**config.mk**
```make
export PLATFORM = sky130hd
export DESIGN_NAME = keyed_watchdog
export DESIGN_NICKNAME = d
export VERILOG_FILES = /design/src/rtl/wdk_pkg.sv /design/src/rtl/wdk_unlock.sv /design/src/rtl/wdk_regs.sv /design/src/rtl/wdk_core.sv /design/src/rtl/keyed_watchdog.sv
export SDC_FILE = /design/constraint.sdc
export NUM_CORES = 1
export LEC_CHECK = 0
export CORE_ASPECT_RATIO = 2
export CORE_UTILIZATION = 41
export CTS_BUF_LIST = sky130_fd_sc_hd__clkbuf_4 sky130_fd_sc_hd__clkbuf_8 sky130_fd_sc_hd__clkbuf_16
export DETAILED_ROUTE_END_ITERATION = 16
export DONT_BUFFER_PORTS = 1
export PLACE_DENSITY = 0.67
export SLEW_MARGIN = 10
export SYNTH_ARGS = -nofsm -noshare
export SYNTH_HDL_FRONTEND = slang
export SYNTH_SLANG_ARGS = --single-unit
```
**constraint.sdc**
```tcl
create_clock -name clk -period 3.67 [get_ports clk]
set_clock_uncertainty 0.2 [all_clocks]
set_input_delay 0.734 -clock clk [delete_from_list [all_inputs] [get_ports clk]]
set_output_delay 0.734 -clock clk [all_outputs]
set_load 0.01 [all_outputs]
```
**src/rtl/wdk_pkg.sv**
```systemverilog
// Shared constants for the key-protected watchdog: register addresses,
// unlock key values and the unlock state encoding.
package wdk_pkg;

    localparam int ADDR_W = 3;

    localparam logic [ADDR_W-1:0] A_KEY1  = 3'd0;
    localparam logic [ADDR_W-1:0] A_KEY2  = 3'd1;
    localparam logic [ADDR_W-1:0] A_LIMIT = 3'd2;
    localparam logic [ADDR_W-1:0] A_CTRL  = 3'd3;
    localparam logic [ADDR_W-1:0] A_STAT  = 3'd4;
    localparam logic [ADDR_W-1:0] A_COUNT = 3'd5;

    localparam logic [31:0] KEY1_VAL = 32'h0000_BABA;
    localparam logic [31:0] KEY2_VAL = 32'h0000_EB10;

    typedef enum logic [1:0] {
        ST_LOCKED = 2'd0,
        ST_HALF   = 2'd1,
        ST_OPEN   = 2'd2
    } lock_st_e;

endpackage

```
**src/rtl/wdk_unlock.sv**
```systemverilog
// Unlock sequencer. Tracks the two-key sequence and emits a one-cycle
// guarded-write strobe for the single write that follows a full unlock.
// Assumes at most one bus write per cycle and DW >= 32.
module wdk_unlock
    import wdk_pkg::*;
#(
    parameter int DW = 32
) (
    input  logic              clk,
    input  logic              rst_n,
    input  logic              bus_wr,
    input  logic [ADDR_W-1:0] bus_addr,
    input  logic [DW-1:0]     bus_wdata,
    output logic              prot_we
);

    lock_st_e st_q, st_d;
    logic     is_prot, key1_hit, key2_hit;

    // Decode the current write against the keys and the guarded range.
    always_comb begin
        is_prot  = (bus_addr == A_LIMIT) || (bus_addr == A_CTRL) || (bus_addr == A_STAT);
        key1_hit = (bus_addr == A_KEY1) && (bus_wdata == DW'(KEY1_VAL));
        key2_hit = (bus_addr == A_KEY2) && (bus_wdata == DW'(KEY2_VAL));
        prot_we  = bus_wr && (st_q == ST_OPEN) && is_prot;
    end

    // Next state: a correct first key restarts, anything unexpected relocks.
    always_comb begin
        st_d = st_q;
        if (bus_wr) begin
            if (key1_hit)                        st_d = ST_HALF;
            else if (st_q == ST_HALF && key2_hit) st_d = ST_OPEN;
            else                                 st_d = ST_LOCKED;
        end
    end

    // Unlock state register.
    always_ff @(posedge clk) begin
        if (!rst_n) st_q <= ST_LOCKED;
        else        st_q <= st_d;
    end


    open_after_key2_chk: assert property (@(posedge clk) disable iff (!rst_n)
        $rose(st_q == ST_OPEN) |-> ($past(bus_wr) && $past(bus_addr) == A_KEY2));


    one_write_per_unlock_chk: assert property (@(posedge clk) disable iff (!rst_n)
        prot_we |=> (st_q != ST_OPEN));


    broken_seq_chk: assert property (@(posedge clk) disable iff (!rst_n)
        (bus_wr && st_q == ST_HALF && !key2_hit) |=> (st_q != ST_OPEN));

endmodule

```
**src/rtl/wdk_regs.sv**
```systemverilog
// Guarded register file: limit and control storage, plus the status-clear
// strobe. Only updates on the guarded-write strobe from the sequencer.
// Assumes CNT_W >= 2.
module wdk_regs
    import wdk_pkg::*;
#(
    parameter int CNT_W = 16
) (
    input  logic              clk,
    input  logic              rst_n,
    input  logic              prot_we,
    input  logic [ADDR_W-1:0] bus_addr,
    input  logic [CNT_W-1:0]  wdata,
    output logic [CNT_W-1:0]  limit_q,
    output logic              cnt_en_q,
    output logic              rst_en_q,
    output logic              stat_clr
);

    // Status clear fires on an unlocked status write with data bit 0 low.
    always_comb begin
        stat_clr = prot_we && (bus_addr == A_STAT) && !wdata[0];
    end

    // Limit and control storage.
    always_ff @(posedge clk) begin
        if (!rst_n) begin
            limit_q  <= '1;
            cnt_en_q <= 1'b0;
            rst_en_q <= 1'b0;
        end else if (prot_we) begin
            if (bus_addr == A_LIMIT) limit_q <= wdata;
            if (bus_addr == A_CTRL) begin
                cnt_en_q <= wdata[0];
                rst_en_q <= wdata[1];
            end
        end
    end


    limit_guarded_chk: assert property (@(posedge clk) disable iff (!rst_n)
        !prot_we |=> $stable(limit_q));


    ctrl_guarded_chk: assert property (@(posedge clk) disable iff (!rst_n)
        !prot_we |=> ($stable(cnt_en_q) && $stable(rst_en_q)));

endmodule

```
**src/rtl/wdk_core.sv**
```systemverilog
// Watchdog core: counter, sticky expiry flag and fixed-length reset pulse.
// Assumes RST_LEN >= 1; a clear has priority over counting and expiry.
module wdk_core #(
    parameter int CNT_W   = 16,
    parameter int RST_LEN = 4
) (
    input  logic             clk,
    input  logic             rst_n,
    input  logic             cnt_en,
    input  logic             rst_en,
    input  logic [CNT_W-1:0] limit,
    input  logic             stat_clr,
    output logic [CNT_W-1:0] count_q,
    output logic             flag_q,
    output logic             sys_rst_o
);

    localparam int RW = $clog2(RST_LEN + 1);

    logic [RW-1:0] pulse_q;
    logic          fire;

    // Expiry condition for this cycle.
    always_comb begin
        fire = cnt_en && !flag_q && (count_q == limit) && !stat_clr;
    end

    // Counter and sticky flag.
    always_ff @(posedge clk) begin
        if (!rst_n || stat_clr) begin
            count_q <= '0;
            flag_q  <= 1'b0;
        end else if (fire) begin
            flag_q  <= 1'b1;
        end else if (cnt_en && !flag_q) begin
            count_q <= count_q + 1'b1;
        end
    end

    // Reset pulse length counter.
    always_ff @(posedge clk) begin
        if (!rst_n)                pulse_q <= '0;
        else if (fire && rst_en)   pulse_q <= RW'(RST_LEN);
        else if (pulse_q != '0)    pulse_q <= pulse_q - 1'b1;
    end

    assign sys_rst_o = (pulse_q != '0);


    count_hold_chk: assert property (@(posedge clk) disable iff (!rst_n)
        (!cnt_en && !stat_clr) |=> $stable(count_q));


    flag_at_limit_chk: assert property (@(posedge clk) disable iff (!rst_n)
        $rose(flag_q) |-> ($past(count_q) == $past(limit) && $past(cnt_en)));


    rst_needs_enable_chk: assert property (@(posedge clk) disable iff (!rst_n)
        $rose(sys_rst_o) |-> ($rose(flag_q) && $past(rst_en)));


    clear_restart_chk: assert property (@(posedge clk) disable iff (!rst_n)
        stat_clr |=> (count_q == '0 && !flag_q));

endmodule

```
**src/rtl/keyed_watchdog.sv**
```systemverilog
// Top level of the key-protected watchdog. Connects the unlock sequencer,
// guarded registers and counter core, and muxes read data by address.
// Assumes DW >= 32 and 2 <= CNT_W <= DW.
module keyed_watchdog
    import wdk_pkg::*;
#(
    parameter int DW      = 32,
    parameter int CNT_W   = 16,
    parameter int RST_LEN = 4
) (
    input  logic              clk,
    input  logic              rst_n,
    input  logic              bus_wr,
    input  logic [ADDR_W-1:0] bus_addr,
    input  logic [DW-1:0]     bus_wdata,
    output logic [DW-1:0]     bus_rdata,
    output logic              sys_rst_o
);

    logic             prot_we, cnt_en, rst_en, stat_clr, flag;
    logic [CNT_W-1:0] limit, count;

    wdk_unlock #(.DW(DW)) u_unlock (
        .clk       (clk),
        .rst_n     (rst_n),
        .bus_wr    (bus_wr),
        .bus_addr  (bus_addr),
        .bus_wdata (bus_wdata),
        .prot_we   (prot_we)
    );

    wdk_regs #(.CNT_W(CNT_W)) u_regs (
        .clk      (clk),
        .rst_n    (rst_n),
        .prot_we  (prot_we),
        .bus_addr (bus_addr),
        .wdata    (bus_wdata[CNT_W-1:0]),
        .limit_q  (limit),
        .cnt_en_q (cnt_en),
        .rst_en_q (rst_en),
        .stat_clr (stat_clr)
    );

    wdk_core #(.CNT_W(CNT_W), .RST_LEN(RST_LEN)) u_core (
        .clk       (clk),
        .rst_n     (rst_n),
        .cnt_en    (cnt_en),
        .rst_en    (rst_en),
        .limit     (limit),
        .stat_clr  (stat_clr),
        .count_q   (count),
        .flag_q    (flag),
        .sys_rst_o (sys_rst_o)
    );

    // Read mux: key registers read as zero.
    always_comb begin
        case (bus_addr)
            A_LIMIT: bus_rdata = DW'(limit);
            A_CTRL:  bus_rdata = DW'({rst_en, cnt_en});
            A_STAT:  bus_rdata = DW'(flag);
            A_COUNT: bus_rdata = DW'(count);
            default: bus_rdata = '0;
        endcase
    end


    rst_implies_flag_chk: assert property (@(posedge clk) disable iff (!rst_n)
        sys_rst_o |-> flag || $past(stat_clr));

endmodule

```
==> flow_summary.json, run 1 <==
{
  "outcome": "finished clean",
  "ir_worst_vdd_uv": 237,
  "synth-seq-area-share_pct": 34.0,
  "critPathKind": "reg2reg",
  "syn_inst": 299,
  "path_buf_inv": 0,
  "r2r_start": "u_core.count_q[6]",
  "drt-initial-drc-count": 83,
  "initial_utilization_pct": 43.1,
  "ys_async_sr_fraction_pct": 0,
  "grt_pass1_wl_um": 9400,
  "max_freq_mhz": 367,
  "vias_per_cell": 5.93,
  "crit_cells": 6,
  "nFillCells": 583,
  "final_cell_mix": "41 x nand2_1, 40 x dfxtp_1, 28 x nand3_1",
  "hold_class": "reg2reg",
  "hp-start": "u_core.pulse_q[1]",
  "fin_cells": 353,
  "die_h_um": 109,
  "layout_commonest_cell": "nand2_1",
  "post_cts_resized": 0,
  "wl_um": 5800,
  "crit_chain": "xor2_1 -> nor4_1 -> nand4_1 -> o21bai_2 -> o21ai_0 -> a21oi_1",
  "clkTransAtPathRegs_ns": 0.08,
  "layout-drive-gt1-share_pct": 5.80,
  "worstMarginPinSlew_ns": 1.01,
  "synth_cell_types": 45,
  "critPathMaxFanout": 31,
  "arrival_ns": 2.75,
  "leakage_nw": 0.916,
  "diodes": 0,
  "antenna_found_initial": 0,
  "end_kind": "flop",
  "cts_buffer_depth": 2,
  "dpl.hpwl_um": 4440,
  "crit_path_top_delay_cell": "o21bai_2",
  "power_density_nw_per_um2": 372,
  "cts_hold_buf": 0,
  "maxSlewHeadroom_pct": 32.1,
  "regToRegEndpoint": "u_core.count_q[9]",
  "period_minus_slack_ns": 2.72,
  "fin_util_pct": 44.1,
  "clk_latency_ns": 0.31,
  "period_share_pct": 74.2,
  "num_rows": 38,
  "max_stage_delay_ns": 0.81,
  "antenna_left": 0,
  "synth_edf_count": 0,
  "fp.dieW_um": 55.6,
  "drv_cap": 0,
  "critPathLaunchType": "flop",
  "ys_ff_latch": 40,
  "grt_max_degree": 32,
  "hold_depth": 2,
  "postCtsSetupRepairBufs": 0,
  "reg2reg_depth": 6,
  "cts_sinks": 40,
  "hold_viol_final": 0,
  "cts_root_buf": "clkbuf_8",
  "rsz0062_at_grt": "false",
  "area.growth.synth_to_final_pct": 2.18,
  "cts_inserted_buffers": 5,
  "hold_end": "u_core.pulse_q[1]",
  "slew_violations": 0,
  "syn-cell-area_um2": 2360,
  "post-place-cells": 345,
  "wl_per_cell_um": 16.4,
  "syn_avg_cell_area_um2": 7.89,
  "place_congestion": 0.835,
  "via_count": 2093,
  "drt-pass1-iter-count": 4,
  "setup_viol": 0,
  "critPathRequiredTime_ns": 3.70,
  "ios": 71,
  "drc": 0,
  "r2r_slack_ns": 0.95,
  "yosysWarnings": 0,
  "grtUsageTotal_pct": 20.1,
  "cp_top_family": "compound AO/OA/AOI/OAI gates",
  "final_nets": 334,
  "ys.flop_type": "dfxtp_1",
  "grt_pass1_vias": 1967,
  "core_area_um2": 5470,
  "dieArea_um2": 6080,
  "gr-total-overflow": 0,
  "io_buffer_count": 0,
  "tns_ns": 0,
  "htreeDepth": 2,
  "cts_tree": "yes"
}
## power by group
| part | internal (mW) | leakage, nW | total (mW) | switching, mW |
|---|---|---|---|---|
| clock network | 0.150 | 0.0510 | 0.316 | 0.166 |
| registers | 0.448 | 0.323 | 0.456 | 0.00785 |
| logic | 0.0474 | 0.542 | 0.124 | 0.0768 |
## tightest hold or removal path, delay by kind of cell (launching register included)
kind / cells / cell delay, ns
AO/OA/AOI/OAI: 1 / 0.07
flip-flops: 1 / 0.33
AND/OR/NAND/NOR: 1 / 0.07
## sequential cells by signal (all words and copies together), names as in the netlist
signal / cells
u_core.flag_q: 1
u_core.count_q: 16
u_core.pulse_q: 3
u_unlock.st_q: 2
u_regs.rst_en_q: 1
u_regs.limit_q: 16
u_regs.cnt_en_q: 1
## through the flow
stage	total power [mW]	area, um^2	setup WS (ns)	hold slack [ns]
floorplan	0.587	2410	1.03	0.254
global placement	0.581	2320	0.912	0.267
detailed placement	0.591	2320	0.891	0.284
CTS	0.904	2410	0.989	0.292
global route	0.929	2410	0.739	0.292
finish	0.896	2410	0.947	0.302
## metal layers
metal | share of wire (%) | vias to the layer above | track usage, %
met3 | 6.3 | 17 | 5.22
li1 | - | 1015 | -
met4 | 4.1 | 0 | 13.2
met2 | 52 | 80 | 36.4
met1 | 38 | 981 | 19.8
met5 | 0 | - | 0
## final cells by class
type                    instances  area (um^2)  area share [%]
multi-input cells             234         1390            57.8
flip-flops and latches         40          801            33.2
clock buffers                   6         82.6            3.43
well taps                      60         75.1            3.12
inverters                       9         33.8            1.40
repair buffers                  2         15.0           0.623
clock inverters                 2         10.0           0.415
## cells in the mapped netlist (2+ instances only)
cell,instances,area (um^2)
o21ai_1,3,15.0
o211ai_1,3,22.5
a22o_1,14,123
nand3b_1,2,15.0
mux2i_1,2,20.0
o21ai_0,13,65.1
nand3_1,28,140
inv_1,9,33.8
nor3_1,4,20.0
nand2_1,41,154
nor2_1,12,45.0
nand4_1,3,18.8
ha_1,4,50.1
xor2_1,15,131
a21boi_0,2,15.0
and3_1,6,37.5
clkbuf_1,9,33.8
dfxtp_1,40,801
or3_1,13,81.3
nor4_1,7,43.8
buf_4,17,128
a21oi_1,15,75.1
or4_1,2,15.0
nor2b_1,6,37.5
o21a_1,3,22.5
buf_2,3,15.0
nand2b_1,3,18.8
nor4b_1,3,26.3
## logic make-up after synthesis
| logic type | after synthesis | share of synthesized area, % |
|---|---|---|
| muxes | 2 | 0.849 |
| AOI/OAI and AO/OA | 58 | 16.4 |
| buffers and inverters | 40 | 9.60 |
| other | 1 | 0.159 |
| adders and majority gates | 4 | 2.12 |
| and+or+nand+nor | 139 | 31.4 |
| DFF | 40 | 34.0 |
| xor gates and xnor gates | 15 | 5.57 |
## how the worst max path moves through the flow
stage | start | end
final | u_core.count_q[6] | u_core.count_q[9]
after global routing | u_core.count_q[6] | u_core.count_q[7]
after CTS | u_core.count_q[6] | u_core.count_q[9]
after detailed placement | bus_wr | u_core.count_q[13]
after global placement | bus_wr | u_core.count_q[13]
after floorplan | bus_addr[0] | bus_rdata[10]
Power figures use the tool's default switching activity.
==> run 2: changes to the inputs <==
--- a/config.mk
+++ b/config.mk
@@ -10,7 +10,7 @@
 export CTS_BUF_LIST = sky130_fd_sc_hd__clkbuf_4 sky130_fd_sc_hd__clkbuf_8 sky130_fd_sc_hd__clkbuf_16
 export DETAILED_ROUTE_END_ITERATION = 16
 export DONT_BUFFER_PORTS = 1
-export PLACE_DENSITY = 0.67
+export PLACE_DENSITY = 0.69
 export SLEW_MARGIN = 10
 export SYNTH_ARGS = -nofsm -noshare
 export SYNTH_HDL_FRONTEND = slang
==> constraint.sdc (replaced) <==
create_clock -name clk -period 2.4 [get_ports clk]
set_clock_uncertainty 0.2 [all_clocks]
set_input_delay 0.48 -clock clk [delete_from_list [all_inputs] [get_ports clk]]
set_output_delay 0.48 -clock clk [all_outputs]
set_load 0.01 [all_outputs]
==> flow_summary.json, run 2 (synthesized netlist as in run 1, its figures left out) <==
{
  "grt_pass1_wl_um": 9800,
  "antenna_left": 0,
  "crit_path_top_delay_cell": "or3b_4",
  "initial_utilization_pct": 43.1,
  "hp-start": "rst_n",
  "place_congestion": 0.869,
  "ios": 71,
  "finalPower_mw": 1.44,
  "gr-total-overflow": 0,
  "diodes": 0,
  "slew_violations": 0,
  "max_stage_delay_ns": 0.44,
  "path_buf_inv": 1,
  "cp_top_family": "simple AND/OR/NAND/NOR gates",
  "drt-initial-drc-count": 73,
  "fp.dieW_um": 55.6,
  "cts_tree": "yes",
  "cts_buffer_depth": 2,
  "hold_class": "in2reg",
  "dp_slack_ns": 0.0943,
  "cts_sinks": 40,
  "postCtsSetupRepairBufs": 0,
  "critPathMaxFanout": 13,
  "holdWs_ns": 0.0472,
  "num_rows": 38,
  "wl_um": 6000,
  "grtUsageTotal_pct": 21.1,
  "ir_worst_vdd_uv": 413,
  "period_minus_slack_ns": 2.17,
  "htreeDepth": 2,
  "critPathKind": "reg2reg",
  "area.growth.synth_to_final_pct": 8.70,
  "hold_viol_final": 0,
  "drt-pass1-iter-count": 4,
  "crit_start": "u_unlock.st_q[0]",
  "reg2reg_depth": 7,
  "crit_chain": "nand3b_1 -> or3b_4 -> nand3_2 -> o21bai_4 -> buf_4 -> or3_1 -> a21oi_1",
  "worstMarginPinSlew_ns": 0.496,
  "max_freq_mhz": 461,
  "post_cts_resized": 0,
  "cts_hold_buf": 0,
  "outcome": "finished clean",
  "r2r_start": "u_unlock.st_q[0]",
  "critPathRequiredTime_ns": 2.44,
  "layout_commonest_cell": "nand2_1",
  "top_regs": "u_core.count_q: 16 flops, u_regs.limit_q: 16 flops, u_core.pulse_q: 3 flops",
  "rsz0062_at_grt": "false",
  "period_share_pct": 90.4,
  "post-place-cells": 362,
  "crit_cells": 7,
  "dieArea_um2": 6080,
  "dpl.hpwl_um": 4820,
  "fin_util_pct": 46.9,
  "io_buffer_count": 0,
  "grt_pass1_vias": 2095,
  "core_area_um2": 5470,
  "final_nets": 351,
  "end_kind": "flop",
  "layout-drive-gt1-share_pct": 11.0,
  "arrival_ns": 2.21,
  "antenna_found_initial": 0,
  "setup_ws_ns": 0.230,
  "power_density_nw_per_um2": 563,
  "wl_per_cell_um": 16.2,
  "drv_cap": 0,
  "leakage_nw": 1.01,
  "clk_latency_ns": 0.31,
  "die_h_um": 109,
  "clkTransAtPathRegs_ns": 0.08,
  "final_cell_mix": "41 x nand2_1, 40 x dfxtp_1, 28 x nand3_1",
  "via_count": 2169,
  "setup_viol": 0,
  "hold_depth": 1,
  "grt_max_degree": 25,
  "maxSlewHeadroom_pct": 66.6,
  "fin_cells": 370,
  "critPathLaunchType": "flop",
  "cts_root_buf": "clkbuf_8",
  "tns_ns": 0,
  "post-route-cell-area_um2": 2560,
  "placed_area_um2": 2440,
  "vias_per_cell": 5.86,
  "cts_inserted_buffers": 5,
  "drc": 0
}
==> run 2: cell count changes in the layout (fill, tap and decap cells not counted), sizes merged <==
cell,before,now
clkbuf,6,5
clkinv,2,1
buf,2,19
bufinv,0,1
clkinvlp,0,1
==> run 2: power by group <==
group / internal, mW / switching, mW / total [mW]
sequential: 0.685 / 0.0123 / 0.697
combinational: 0.0742 / 0.115 / 0.189
clock: 0.308 / 0.250 / 0.558
==> run 2: worst register-to-register path: stages, from the launching register on <==
cell      delay (ns)
dfxtp_1         0.33
nand3b_1        0.22
or3b_4          0.44
nand3_2         0.09
o21bai_4        0.13
buf_4           0.18
or3_1           0.35
a21oi_1         0.15
==> run 2: per-layer routing <==
layer	routed length, um	up-vias	GRT usage (%)
met1	2040	991	18.9
li1	-	1053	-
met2	3200	95	39.3
met3	353	30	5.93
met5	0	-	0
met4	402	0	15.9
==> run 2: final timing paths <==
check	endpoint	slack (ns)
worst max-delay path	u_core.count_q[3]	0.23
worst min-delay path	u_regs.limit_q[1]	0.05
worst max register to register	u_core.count_q[3]	0.23
worst min register to register	u_regs.limit_q[11]	0.29
==> run 2: cell type report <==
class                           count  area [um^2]
Fill cell                         537         2900
Multi-Input combinational cell    234         1400
Sequential cell                    40          801
Timing Repair Buffer               19          143
Tap cell                           60         75.1
Clock buffer                        5         68.8
Clock inverter                      3         42.5
Inverter                            9         33.8
==> run 3: changes to the inputs <==
--- a/config.mk
+++ b/config.mk
@@ -5,6 +5,7 @@
 export SDC_FILE = /design/constraint.sdc
 export NUM_CORES = 1
 export LEC_CHECK = 0
+export ABC_AREA = 0
 export CORE_ASPECT_RATIO = 2
 export CORE_UTILIZATION = 41
 export CTS_BUF_LIST = sky130_fd_sc_hd__clkbuf_4 sky130_fd_sc_hd__clkbuf_8 sky130_fd_sc_hd__clkbuf_16
==> results of run 3 <==
The final DEF is identical to that of run 2; final timing and power are the same.
